[config.mk]
export PLATFORM = sky130hd
export DESIGN_NAME = vec_irq_ctrl
export DESIGN_NICKNAME = d
export VERILOG_FILES = /design/src/rtl/vic_pkg.sv /design/src/rtl/vic_edge_latch.sv /design/src/rtl/vic_prio.sv /design/src/rtl/vic_fetch_fsm.sv /design/src/rtl/vec_irq_ctrl.sv
export SDC_FILE = /design/constraint.sdc
export NUM_CORES = 1
export LEC_CHECK = 0
export ABC_AREA = 1
export BUFFER_PORTS_ARGS = -buffer_cell sky130_fd_sc_hd__buf_2
export CORE_MARGIN = 2
export CORE_UTILIZATION = 50
export CTS_BUF_LIST = sky130_fd_sc_hd__clkbuf_4 sky130_fd_sc_hd__clkbuf_8
export DETAILED_ROUTE_END_ITERATION = 6
export HOLD_SLACK_MARGIN = 0.05
export PLACE_DENSITY = 0.81
export SYNTH_ARGS = -nofsm -noshare
export SYNTH_HDL_FRONTEND = slang
export SYNTH_SLANG_ARGS = --single-unit
[constraint.sdc]
create_clock -name clk -period 2.6 [get_ports clk]
set_input_delay 0.52 -clock clk [delete_from_list [all_inputs] [get_ports clk]]
set_output_delay 0.52 -clock clk [all_outputs]
set_load 0.01 [all_outputs]
[src/rtl/vic_pkg.sv]
package vic_pkg;
    typedef enum logic [1:0] {
        FS_OPC = 2'd0,
        FS_HI  = 2'd1,
        FS_LO  = 2'd2
    } fetch_st_t;

    typedef enum logic [2:0] {
        RA_PAGE  = 3'd0,
        RA_CTRL  = 3'd1,
        RA_MASK  = 3'd2,
        RA_STAT  = 3'd3,
        RA_POLL  = 3'd4,
        RA_FETCH = 3'd5,
        RA_RSV6  = 3'd6,
        RA_RSV7  = 3'd7
    } reg_addr_t;

    localparam logic [7:0] LBR_OPCODE = 8'hC0;
endpackage

[src/rtl/vic_edge_latch.sv]
module vic_edge_latch #(
    parameter int N_SRC = 8
) (
    input  logic             clk,
    input  logic             rst_n,
    input  logic [N_SRC-1:0] irq_in,
    input  logic             clr_all,
    input  logic [N_SRC-1:0] clr_vec,
    output logic [N_SRC-1:0] pend
);
    logic [N_SRC-1:0] prev_q;
    logic [N_SRC-1:0] fall;
    logic [N_SRC-1:0] clr_eff;

    assign fall    = prev_q & ~irq_in;
    assign clr_eff = clr_all ? {N_SRC{1'b1}} : clr_vec;

    always_ff @(posedge clk or negedge rst_n) begin
        if (!rst_n) begin
            prev_q <= {N_SRC{1'b1}};
            pend   <= '0;
        end else begin
            prev_q <= irq_in;
            // a new edge wins over a clear in the same cycle
            pend   <= (pend & ~clr_eff) | fall;
        end
    end
endmodule

[src/rtl/vic_prio.sv]
module vic_prio #(
    parameter int N_SRC = 8,
    parameter int IW    = $clog2(N_SRC + 1)
) (
    input  logic [N_SRC-1:0] req,
    output logic [IW-1:0]    win_idx,
    output logic [N_SRC-1:0] win_oh
);
    always_comb begin
        win_idx = IW'(N_SRC);
        win_oh  = '0;
        for (int i = 0; i < N_SRC; i++) begin
            if (req[i]) begin
                win_idx   = IW'(i);
                win_oh    = '0;
                win_oh[i] = 1'b1;
            end
        end
    end
endmodule

[src/rtl/vic_fetch_fsm.sv]
module vic_fetch_fsm
    import vic_pkg::*;
(
    input  logic      clk,
    input  logic      rst_n,
    input  logic      fetch_rd,
    output fetch_st_t cur_st,
    output logic      capture
);
    fetch_st_t nxt_st;

    always_ff @(posedge clk or negedge rst_n) begin
        if (!rst_n) cur_st <= FS_OPC;
        else        cur_st <= nxt_st;
    end

    always_comb begin
        nxt_st  = cur_st;
        capture = 1'b0;
        unique case (cur_st)
            FS_OPC: if (fetch_rd) begin
                nxt_st  = FS_HI;
                capture = 1'b1;
            end
            FS_HI:  if (fetch_rd) nxt_st = FS_LO;
            FS_LO:  if (fetch_rd) nxt_st = FS_OPC;
            default: nxt_st = FS_OPC;
        endcase
    end
endmodule

[src/rtl/vec_irq_ctrl.sv]
module vec_irq_ctrl
    import vic_pkg::*;
#(
    parameter int N_SRC = 8,
    parameter int DW    = 8,
    parameter int AW    = 3
) (
    input  logic          clk,
    input  logic          rst_n,
    input  logic          sel,
    input  logic          wr,
    input  logic          rd,
    input  logic [AW-1:0] addr,
    input  logic [DW-1:0] wdata,
    output logic [DW-1:0] rdata,
    input  logic [N_SRC-1:0] irq_in,
    input  logic          cascade_n,
    output logic          int_n
);
    localparam int IW = $clog2(N_SRC + 1);
    localparam int SW = DW + IW;

    logic [DW-1:0]    page_q, ctrl_q, mask_q, low_cap_q;
    logic [N_SRC-1:0] pend, win_oh, clr_vec;
    logic [IW-1:0]    win_idx;
    logic [SW-1:0]    span;
    logic [2:0]       shamt;
    logic [DW-1:0]    base, low_live;
    logic             wr_hit, rd_hit, fetch_rd, clr_all, capture;
    reg_addr_t        a_sel;
    fetch_st_t        fetch_st;

    assign a_sel    = reg_addr_t'(addr[2:0]);
    assign wr_hit   = sel && wr;
    assign rd_hit   = sel && rd;
    assign fetch_rd = rd_hit && (a_sel == RA_FETCH);
    assign clr_all  = rd_hit && (a_sel == RA_STAT);
    assign clr_vec  = capture ? win_oh : '0;

    vic_edge_latch #(.N_SRC(N_SRC)) u_latch (
        .clk(clk), .rst_n(rst_n), .irq_in(irq_in),
        .clr_all(clr_all), .clr_vec(clr_vec), .pend(pend)
    );

    vic_prio #(.N_SRC(N_SRC), .IW(IW)) u_prio (
        .req(pend & ~mask_q), .win_idx(win_idx), .win_oh(win_oh)
    );

    vic_fetch_fsm u_fsm (
        .clk(clk), .rst_n(rst_n), .fetch_rd(fetch_rd),
        .cur_st(fetch_st), .capture(capture)
    );

    assign base     = {ctrl_q[DW-1:2], 2'b00};
    assign shamt    = {1'b0, ctrl_q[1:0]} + 3'd2;
    assign span     = SW'(win_idx) << shamt;
    assign low_live = base + span[DW-1:0];

    assign int_n = ~((|(pend & ~mask_q)) | ~cascade_n);

    always_ff @(posedge clk or negedge rst_n) begin
        if (!rst_n) begin
            page_q    <= '0;
            ctrl_q    <= '0;
            mask_q    <= '0;
            low_cap_q <= '0;
        end else begin
            if (wr_hit) begin
                unique case (a_sel)
                    RA_PAGE: page_q <= wdata;
                    RA_CTRL: ctrl_q <= wdata;
                    RA_MASK: mask_q <= wdata;
                    default: ;
                endcase
            end
            if (capture) low_cap_q <= low_live;
        end
    end

    always_comb begin
        rdata = '0;
        unique case (a_sel)
            RA_STAT:  rdata = DW'(pend);
            RA_POLL:  rdata = low_live;
            RA_FETCH: begin
                unique case (fetch_st)
                    FS_OPC:  rdata = LBR_OPCODE;
                    FS_HI:   rdata = page_q;
                    FS_LO:   rdata = low_cap_q;
                    default: rdata = '0;
                endcase
            end
            default:  rdata = '0;
        endcase
    end
endmodule

==> summary.md, run 1 <==
| Metric | Value |
|---|---|
| Status | finished with violations |
| Failing checks | negative setup slack |
| Routed vias | 2,492 |
| Mapped Cells | 311 |
| Critical path's top delay family | simple AND/OR/NAND/NOR gates |
| Synth area leader | dfrtp_1 |
| Sequential share of the synthesized area | 48.5% |
| Clk buf depth | 2 |
| WS Path Type | reg -> out |
| Dpl hpwl | 5080 um |
| Slew HR | 55.1% |
| Inserted Clock Buffers | 5 |
| Drt via density | approximately 5.5 |
| H-Tree Depth | 2 |
| Syn nets | 342 |
| CTS clk-pin slew, worst paths | around 100 ps |
| Mapped Area | 2600 um2 |
| CP Buf/Inv Count | 4 |
| Final wirelength | 7670 um |
| Diodes inserted | 0 |
| Top Metal Used | met4 |
| DRC violations left | 0 |
| Met1 WL | 3190 um |
| Post-synth EDFFs | 0 |
| P per Cell Area | 842 nW/um2 |
| FF+latch area | about 1300 um2 |
| Initial core utilization | 51.3% |
| Fill count | 389 |
| Area of the multi-input gates | 1290 um2 |
| Final min period | 3170 ps |
| Critical-path cell list | inv_1, nand2_2, inv_2, nand2_2, nand3_2, nand3_2, nand2_1, nand2_2, nor2_2, ha_2, inv_2, fa_2, o21ai_2, xnor2_1, o221ai_1, buf_2 |
| Initial antenna violation count | 0 |
| Synth area leaders | dfrtp_1 (40%), nand2_1 (11%), dfstp_2 (8.1%), inv_1 (6.6%), o21ai_0 (6.5%) |
| 1st-pass router iterations | 7 |
| Hold_buf cts | 0 |
| Crit path capture type | output pin |
| Core region area | 5070 um2 |
| Syn. warnings | 0 |
| CP max FO | 2 |
| Final Cycle Share | 122% |
| Row cnt | 26 |
| Final Hold Vio Count | 0 |
| Vias in the first global route | 2,437 |
| Worst stage delay on the critical path | between 300 and 400 ps |
| Distinct cells, synth | 33 |
| Critical Path Start Type | flop |
| Root buffer cell | clkbuf_8 |
| Flops & latches, synth | 50 |
| Critical Path Most Common Cell | nand2_2 |
| Required time of the critical path | approximately 2100 ps |
| Final slew viol count | 0 |
| Asr flop ratio synth | 100% |
| Layout cells sized above 1 | 37.6% |
| Worst hold slack | 181 ps |
| Synth top cells by count | nand2_1 (74), inv_1 (46), dfrtp_1 (42) |
| CTS tree | done |
| Final Util | 68.1% |
| Clock Skew | 7.21 ps |
| Largest net degree at the start of global routing | 51 |
| Antenna viol nets, final | 0 |
| DR WL met3 | 457 um |
| Share of the synthesized area in the top cell type | about 40% |
| Crit path launch | mask_q[1]$_DFFE_PN0P_ |
| Worst-margin pin slew | between 600 and 700 ps |
| Slowest CP cell | dfrtp_1 |
| Area delta synth->final | 32.7% |
| Worst hold path class | in -> async |
| Dominant synthesized flop cell | dfrtp_1 |
| All-Layer GR Usage | 25.8% |
| Initial drt markers | approximately 270 |
| Max frequency | 316 MHz |
| Die W | 76.1 um |
| Pre-CTS setup slack | -231 ps |
| GPL Wtd Cong | 0.861 |
| Total of max-cap violations | 0 |
| Clk_lat worst skew | between 300 and 400 ps |
| Wire length per cell | around 17 um |
| Max VDD drop | 439 uV |
| # setup viols final | 6 |
| Count of input and output buffers | 33 |
| Worst r2r src | mask_q[1]$_DFFE_PN0P_ |
| Global-route wire length before repair | 11,800 um |
| Leakage | 1.77 nW |
| Setup slack after layout | -566 ps |
| Chip Height | 76.1 um |
| Die area | 5800 um2 |
| Ports | 34 |
| Layout Nets | 413 |
| Total Neg Setup Slack | -2630 ps |
| Count leader, synth | nand2_1 |
| Wire length on met2 | 3710 um |
| Clock sinks | 50 |
| RSZ-0062 raised after global routing | true |
| Data arrival, critical path | 2650 ps |
| GR Overflow Total | 0 |
| Avg Synthesized Cell Area | 8.37 um2 |
-- stage by stage --
step	total power, W	cells	cell area (um2)
6_report	0.00291	453	3450
5_1_grt	0.00303	453	3450
4_1_cts	0.00275	452	3380
3_5_place_dp	0.00194	438	3090
3_3_place_gp	0.00190	438	3090
2_1_floorplan	0.00155	311	2620
-- metal layers --
| layer | vias to the layer above | GRT usage [%] |
|---|---|---|
| li1 | 1148 | - |
| met1 | 1185 | 35.0 |
| met2 | 128 | 43.9 |
| met3 | 31 | 3.44 |
| met4 | 0 | 7.27 |
| met5 | - | 0 |
-- worst reg2reg max path: stages (launching register included) --
cell	delay, ps
dfrtp_1	390
inv_1	70
nand2_2	60
inv_2	70
nand2_2	60
nand3_2	70
nand3_2	120
nand2_1	130
nand2_2	70
nor2_2	90
ha_2	210
inv_2	40
fa_2	350
o21ai_2	130
xnor2_1	100
buf_4	140
buf_4	120
buf_4	120
o21ai_1	150
-- repair_timing --
| item | in CTS | in global routing |
|---|---|---|
| setup endpoints to repair | 5 | 7 |
| resized for setup | 24 | 13 |
| setup buffers | 6 | 1 |
| pin swaps | 16 | 8 |
-- cell usage in the layout, fill, tap and decap left out, types with 2 or more instances in the layout --
cell type  count
buf_6          3
o22ai_1        3
o21ai_2        3
inv_2          9
nand2_4        6
nand3_2        7
a21oi_1        4
nand2_1       68
o31ai_1        2
buf_12         2
nor2_1        11
dfrtp_1       42
nand3_1       12
buf_4         34
buf_2         31
bufinv_16      2
inv_1         42
nand4_1        2
o21ai_1        6
o21ai_0       31
clkbuf_8       5
dfstp_2        8
nor2_4         3
o32ai_1        4
a21oi_2        3
nor3_1         5
nand2_2       13
ha_4           3
nor2_2         2
o221ai_1       3
-- state kept, by name, indices dropped and copies added, names as in the netlist --
name and flops:
ctrl_q 8, low_cap_q 8, mask_q 8, page_q 8
u_fsm.cur_st 2, u_latch.pend 8, u_latch.prev_q 8
-- layout make-up --
| cell class | count | share of cell area, % |
|---|---|---|
| clock buffer | 5 | 1.99 |
| inverter | 51 | 5.54 |
| timing repair buffer | 70 | 14.0 |
| tap | 70 | 2.54 |
| multi-input combinational | 204 | 37.4 |
| sequential | 50 | 36.5 |
| clock inverter | 3 | 1.99 |
-- report_power, final --
group,internal (W),switching (W),total (W)
clock network,0.000386,0.000275,0.000660
logic,0.000567,0.000618,0.00118
registers,0.000935,0.000128,0.00106
-- kinds of logic after synthesis --
kind of cell | after synthesis | synth area share (%)
and+or+nand+nor | 132 | 25.0
buffers and inverters | 57 | 8.46
adders and majority gates | 6 | 3.17
AOI/OAI and AO/OA | 63 | 13.9
xor gates and xnor gates | 3 | 1.01
DFF | 50 | 48.5
-- worst paths after layout --
path                                               end  slack (ps)  cells past startpoint
max in group asynchronous  u_latch.prev_q[6]$_DFF_PN1_        2140                      2
hold reg to reg                  page_q[3]$_DFFE_PN0P_         500                      2
hold / removal               u_latch.pend[4]$_DFF_PN0_         180                      2
setup reg to reg              low_cap_q[6]$_DFFE_PN0P_          10                     18
setup / recovery                              rdata[6]        -570                     16
min in group clk           u_latch.prev_q[4]$_DFF_PN1_         310                      1
Note: power is estimated with default switching activity, not from simulation.
==> run 2: changes to the inputs <==
--- a/config.mk
+++ b/config.mk
@@ -13,6 +13,8 @@
 export DETAILED_ROUTE_END_ITERATION = 6
 export HOLD_SLACK_MARGIN = 0.05
 export PLACE_DENSITY = 0.81
+export SKIP_LAST_GASP = 1
 export SYNTH_ARGS = -nofsm -noshare
 export SYNTH_HDL_FRONTEND = slang
+export SYNTH_HIERARCHICAL = 1
 export SYNTH_SLANG_ARGS = --single-unit
==> run 2 against run 1 <==
Net effect: the flow still finishes with violations (negative setup slack); non-clock buffer count up 6; sequential power about the same; maximum frequency down 3.3%; final cell count up 17%; critical path type unchanged; critical endpoint unchanged; clock power down 14%; largest power group unchanged; clock-buffer cell count up 1; power down 5.8%; first-iteration DRC count down 36%; synthesized cell count up 24%; register-to-register slack about the same; combinational power down 7%.
==> summary.md, run 2 <==
| Metric | Value |
|---|---|
| Slew HR | roughly 60% |
| Synth area leaders | dfrtp_1 (37%), nand2_1 (15%), inv_1 (9.0%), dfstp_2 (7.3%), nand3_1 (4.4%) |
| Final Util | 65.7% |
| Max VDD drop | 411 uV |
| Largest net degree at the start of global routing | 51 |
| Die W | 79.8 um |
| Vias in the first global route | 2,611 |
| Layout cells sized above 1 | between 30% and 40% |
| Clock sinks | 50 |
| Distinct cells, synth | 33 |
| Clock network power share | 20.6% |
| Share of the synthesized area in the top cell type | 36.6% |
| Wire length per cell | 13.9 um |
| Clock Skew | 5.65 ps |
| Setup slack after layout | -674 ps |
| H-Tree Depth | 2 |
| Commonest non-fill, non-tap cell in the layout | nand2_1 |
| Count of input and output buffers | 33 |
| Inserted Clock Buffers | 5 |
| Row cnt | 27 |
| Mapped Area | 2870 um2 |
| Clk buf depth | 2 |
| Diodes inserted | 0 |
| Syn. warnings | 6 |
| Final instance area | around 3600 um2 |
| # setup viols final | 6 |
| Met2 usage | a little over two fifths |
| Required time of the critical path | approximately 2100 ps |
| Combinational Power Share | 40.2% |
| Internal power | 0.00175 W |
| Worst stage delay on the critical path | approximately 380 ps |
| Final wirelength | 7380 um |
| Avg Synthesized Cell Area | 7.46 um2 |
| GRT Max-Usage Layer | met2 |
| 1st-pass router iterations | 4 |
| RSZ-0062 raised after global routing | true |
| Final slew viol count | 0 |
| Post-synth EDFFs | 0 |
| Dominant synthesized flop cell | dfrtp_1 |
| Final Cycle Share | 126% |
| Synth top cells by count | nand2_1 (115), inv_1 (69), dfrtp_1 (42) |
| DRC violations left | 0 |
| GPL Wtd Cong | 0.906 |
| Crit path capture type | output pin |
| Leakage | 1.99 nW |
| Flops & latches, synth | 50 |
| Switch share | between 30% and 40% |
| All-Layer GR Usage | between 20% and 30% |
| GR Overflow Total | 0 |
| Slowest CP cell | ha_1 |
| Most frequent cells in the layout | nand2_1 (107), inv_1 (62), buf_4 (43) |
| Routed vias | 2,646 |
| Clk_lat worst skew | 310 ps |
| Failing checks | negative setup slack |
| Count leader, synth | nand2_1 |
| Max frequency | 305 MHz |
| Initial antenna violation count | 0 |
| Placed cell area | about 3400 um2 |
| M3 GR Usage | 3.62% |
| Grt met1 use | 31.2% |
| Root buffer cell | clkbuf_8 |
| Tot Pwr | 0.00274 W |
| WS Path Type | reg -> out |
| Data arrival, critical path | 2750 ps |
| Ports | 34 |
| Final Hold Vio Count | 0 |
| Chip Height | 79.8 um |
| Synth area leader | dfrtp_1 |
| Final min period | 3270 ps |
| P per Cell Area | 753 nW/um2 |
| Critical-path cell list | inv_2, or2_4, inv_4, inv_4, nand2_4, nand2_1, nand2_1, nand2_2, mux2i_2, o21ai_1, ha_1, a21oi_2, nand2_2, or2_4, nand3_2, nand3_2, buf_6 |
| Area delta synth->final | 26.7% |
| Hold_buf cts | 0 |
| Initial drt markers | 176 |
| Core region area | ~5500 um2 |
| CTS tree | done |
| Dpl hpwl | 5440 um |
| Die area | roughly 6400 um2 |
| Initial core utilization | 51.9% |
| CP Buf/Inv Count | 4 |
| Drt via density | 4.97 |
| Mapped Cells | 385 |
| Worst hold path class | in -> async |
| CTS clk-pin slew, worst paths | 90 ps |
| Total of max-cap violations | 0 |
| Fill count | between 400 and 500 |
| Status | finished with violations |
| Layout Nets | 490 |
| Critical path's top delay family | simple AND/OR/NAND/NOR gates |
| Asr flop ratio synth | between 90% and 100% |
| Sequential share of the synthesized area | 43.9% |
| CP max FO | 4 |
| Critical Path Start Type | flop |
| Antenna viol nets, final | 0 |
| Psw | 0.000985 W |
| Flop pwr share | 39.2% |
| Worst-margin pin slew | 625 ps |
| Global-route wire length before repair | 11,900 um |
| Syn nets | ~420 |
## run 2: cell types whose count changed after synthesis, sizes merged, moves of 3 or more
cell | previous run | this run
nor2 | 17 | 34
o32ai | 4 | 0
or2 | 0 | 4
nand3 | 19 | 25
buf | 3 | 8
inv | 51 | 72
o211ai | 0 | 3
nand2 | 87 | 121
o221ai | 4 | 1
## run 2: power groups by stage
stage | Sequential, W | Clock [W] | Combinational (W)
after floorplan | 0.00102 | 0 | 0.000619
after global placement | 0.00107 | 0 | 0.000903
after detailed placement | 0.00108 | 0 | 0.000927
after CTS | 0.00106 | 0.000572 | 0.00104
after global routing | 0.00109 | 0.000606 | 0.00122
final | 0.00107 | 0.000566 | 0.00110
## run 2: cell type report
type                            instances  area, um2  area share (%)
Inverter                               72        278            7.63
Multi-Input combinational cell        254       1400            38.5
Clock buffer                            6       76.3            2.10
Sequential cell                        50       1260            34.7
Clock inverter                          2       38.8            1.07
Tap cell                               72       90.1            2.48
Timing Repair Buffer                   76        494            13.6
## run 2: through the flow
stage	hold WS, ps	instances	worst slack (ps)	setup TNS [ps]
after floorplan	224	385	-11.6	-11.6
after global placement	457	516	-251	-989
after detailed placement	460	516	-273	-1150
after CTS	307	533	-574	-3120
after global routing	291	532	-799	-4000
final	299	532	-674	-3080
## run 2: metal layers
layer | vias up | wire length (um)
met2 | 68 | 3720
met4 | 0 | 94
li1 | 1340 | -
met5 | - | 0
met1 | 1231 | 3150
met3 | 7 | 409
## run 2: kinds of logic after synthesis
group / count (synthesis) / synth area share (%)
AOI/OAI and AO/OA: 54 / 11.2
muxes: 1 / 0.348
adders and majority gates: 6 / 2.87
and+or+nand+nor: 191 / 29.4
buffers and inverters: 81 / 11.6
DFF: 50 / 43.9
xor gates and xnor gates: 2 / 0.610
## run 2: what timing repair did
action,4_1_cts,5_1_grt
setup endpoints to repair,6,7
pin swaps,15,15
setup buffers,9,5
gates resized for setup,13,21
## run 2: worst paths after layout
kind | from | slack (ps) | depth (start not counted) | to
worst max register to register | u_latch/pend[2]$_DFF_PN0_ | 10 | 17 | low_cap_q[6]$_DFFE_PN0P_
worst min register to register | low_cap_q[0]$_DFFE_PN0P_ | 490 | 2 | low_cap_q[0]$_DFFE_PN0P_
worst min-delay path | rst_n | 300 | 2 | u_latch/pend[6]$_DFF_PN0_
worst max-delay path | u_latch/pend[2]$_DFF_PN0_ | -670 | 17 | rdata[6]
max in group asynchronous | rst_n | 1870 | 2 | page_q[5]$_DFFE_PN0P_
min in group clk | irq_in[2] | 310 | 1 | u_latch/prev_q[2]$_DFF_PN1_
==> run 3: changes to the inputs <==
--- a/config.mk
+++ b/config.mk
@@ -8,11 +8,13 @@
 export ABC_AREA = 1
 export BUFFER_PORTS_ARGS = -buffer_cell sky130_fd_sc_hd__buf_2
 export CORE_MARGIN = 2
-export CORE_UTILIZATION = 50
+export CORE_UTILIZATION = 54
 export CTS_BUF_LIST = sky130_fd_sc_hd__clkbuf_4 sky130_fd_sc_hd__clkbuf_8
 export DETAILED_ROUTE_END_ITERATION = 6
+export GPL_TIMING_DRIVEN = 0
 export HOLD_SLACK_MARGIN = 0.05
-export PLACE_DENSITY = 0.81
+export PLACE_DENSITY = 0.86
+export SETUP_SLACK_MARGIN = 0.02
 export SKIP_LAST_GASP = 1
 export SYNTH_ARGS = -nofsm -noshare
 export SYNTH_HDL_FRONTEND = slang
==> run 3 against run 2 <==
Net effect: the flow still finishes with violations (negative setup slack); clock power shrank 19%; sequential cell count is the same; critical path depth is the same; clock skew is essentially flat; hold slack gained 17 ps; design area shrank 4.4%; combinational power is essentially flat; worst setup slack lost 61 ps; utilization grew 2.4 points.
==> summary.md, run 3 (synthesis gave the netlist of run 2 again) <==
| Metric | Value |
|---|---|
| P per Cell Area | 741 nW/um2 |
| Required time of the critical path | 2080 ps |
| Row cnt | 26 |
| Status | finished with violations |
| Layout cells sized above 1 | 29.4% |
| Crit path capture type | output pin |
| Total of max-cap violations | 0 |
| # setup viols final | 7 |
| Pre-CTS setup slack | -383 ps |
| Initial core utilization | 56.2% |
| FF+latch area | between 1000 and 1500 um2 |
| Final slew viol count | 0 |
| Slew HR | ~28% |
| Die area | 5920 um2 |
| Global-route wire length before repair | 11,300 um |
| Wire length per cell | roughly 14 um |
| Clock Skew | around 6 ps |
| CTS clk-pin slew, worst paths | approximately 90 ps |
| Die W | 76.9 um |
| RSZ-0062 raised after global routing | true |
| Routed vias | 2,710 |
| Critical Path Start Type | flop |
| Hold_buf cts | 0 |
| Leakage | 1.90 nW |
| Count of input and output buffers | 33 |
| Fill count | 422 |
| Area delta synth->final | 21.1% |
| Vias in the first global route | 2,555 |
| Clk_lat worst skew | about 300 ps |
| Antenna viol nets, final | 0 |
| Failing checks | negative setup slack |
| Worst-margin pin slew | 1080 ps |
| Ports | 34 |
| Inserted Clock Buffers | 5 |
| Worst hold slack | 317 ps |
| CP max FO | 4 |
| Clock sinks | 50 |
| Worst hold path class | in -> reg |
| Most frequent cells in the layout | nand2_1 (113), inv_1 (63), dfrtp_1 (42) |
| Final Cycle Share | 128% |
| Commonest non-fill, non-tap cell in the layout | nand2_1 |
| Data arrival, critical path | 2810 ps |
| GPL Wtd Cong | 0.902 |
| Setup slack after layout | -734 ps |
| Max VDD drop | 435 uV |
| All-Layer GR Usage | 23.9% |
| DRC violations left | 0 |
| Layout Nets | 475 |
| Largest net degree at the start of global routing | 51 |
| Final min period | roughly 3300 ps |
| Area of the multi-input gates | 1380 um2 |
| Clk buf depth | 2 |
| Final Util | roughly two thirds |
| H-Tree Depth | 2 |
| Root buffer cell | clkbuf_8 |
| Diodes inserted | 0 |
| Max frequency | ~300 MHz |
| Initial drt markers | 272 |
| Dpl hpwl | 5080 um |
| Final wirelength | 7160 um |
| WS Path Type | reg -> out |
| 1st-pass router iterations | 5 |
| Initial antenna violation count | 0 |
| Final Hold Vio Count | 0 |
| Drt via density | 5.26 |
| GR Overflow Total | 0 |
| Chip Height | 76.9 um |
| CTS tree | done |
| Core region area | approximately 5100 um2 |
==> run 3: changes by cell type in the layout (fill, tap and decap cells not counted), moves of 2 or more <==
cell | before | now
buf_2 | 32 | 34
nand2_1 | 107 | 113
buf_6 | 1 | 4
nor2_2 | 5 | 7
nand3_2 | 5 | 3
nand2_2 | 12 | 7
buf_4 | 43 | 21
nand3_1 | 20 | 22
inv_4 | 3 | 1
==> run 3: routing by layer <==
layer	vias up	wire length (um)	share of wire, %	global-route usage (%)
li1	1311	-	-	-
met4	0	233	3.3	10.7
met2	113	3520	49	39.8
met3	26	394	5.5	3.41
met5	-	0	0	0
met1	1260	3010	42	31.0
==> run 3: where the power goes <==
part	switching, W	internal (W)	total (W)
clock	0.000257	0.000201	0.000458
combinational	0.000594	0.000472	0.00107
sequential	0.000116	0.000938	0.00105
total	0.000967	0.00161	0.00258
==> run 3: cell type report <==
type,instances,share of cell area (%)
well taps,70,2.52
clock inverters,2,0.396
repair buffers,52,9.13
flip-flops and latches,50,36.2
plain buffers,9,1.80
clock buffers,6,2.19
inverters,72,7.98
multi-input cells,254,39.7
==> run 3: through the flow <==
stage / cells / cell area (um2) / total power [W] / TNS, ps
final: 515 / 3480 / 0.00258 / -3270
after detailed placement: 488 / 3150 / 0.00187 / -1740
after CTS: 506 / 3370 / 0.00243 / -2600
after global routing: 515 / 3480 / 0.00274 / -3930
after floorplan: 385 / 2900 / 0.00164 / -11.6
after global placement: 488 / 3150 / 0.00183 / -1490
==> run 3: what timing repair did <==
action,in CTS,in global routing
resized for setup,15,11
endpoints found under the setup margin,6,8
hold endpoints to repair,0,0
pin swaps,12,6
cloned,0,0
setup buffers,10,9
==> run 3: path summary, 6_finish.rpt <==
kind / from / to / slack, ps / depth (start not counted)
worst max-delay path: u_latch/pend[2]$_DFF_PN0_ / rdata[6] / -730 / 17
worst min-delay path: irq_in[0] / u_latch/prev_q[0]$_DFF_PN1_ / 320 / 1
worst max register to register: u_latch/pend[2]$_DFF_PN0_ / low_cap_q[7]$_DFFE_PN0P_ / -60 / 21
worst min register to register: u_latch/pend[4]$_DFF_PN0_ / u_latch/pend[4]$_DFF_PN0_ / 480 / 2
max in group asynchronous: rst_n / low_cap_q[2]$_DFFE_PN0P_ / 1520 / 1
min in group asynchronous: rst_n / u_latch/pend[0]$_DFF_PN0_ / 420 / 1
==> run 3: worst max-delay path, cell delays in order (launching register included) <==
cell and delay, ps:
dfrtp_1 370, inv_2 50, or2_4 260, inv_4 70
inv_2 40, nand2_2 60, nand2_1 60, nand2_1 90
nand2_2 80, mux2i_1 190, o21ai_1 90, ha_1 380
a21oi_2 160, nand2_1 100, or2_4 250, nand3_2 60
nand3_2 70, buf_6 130
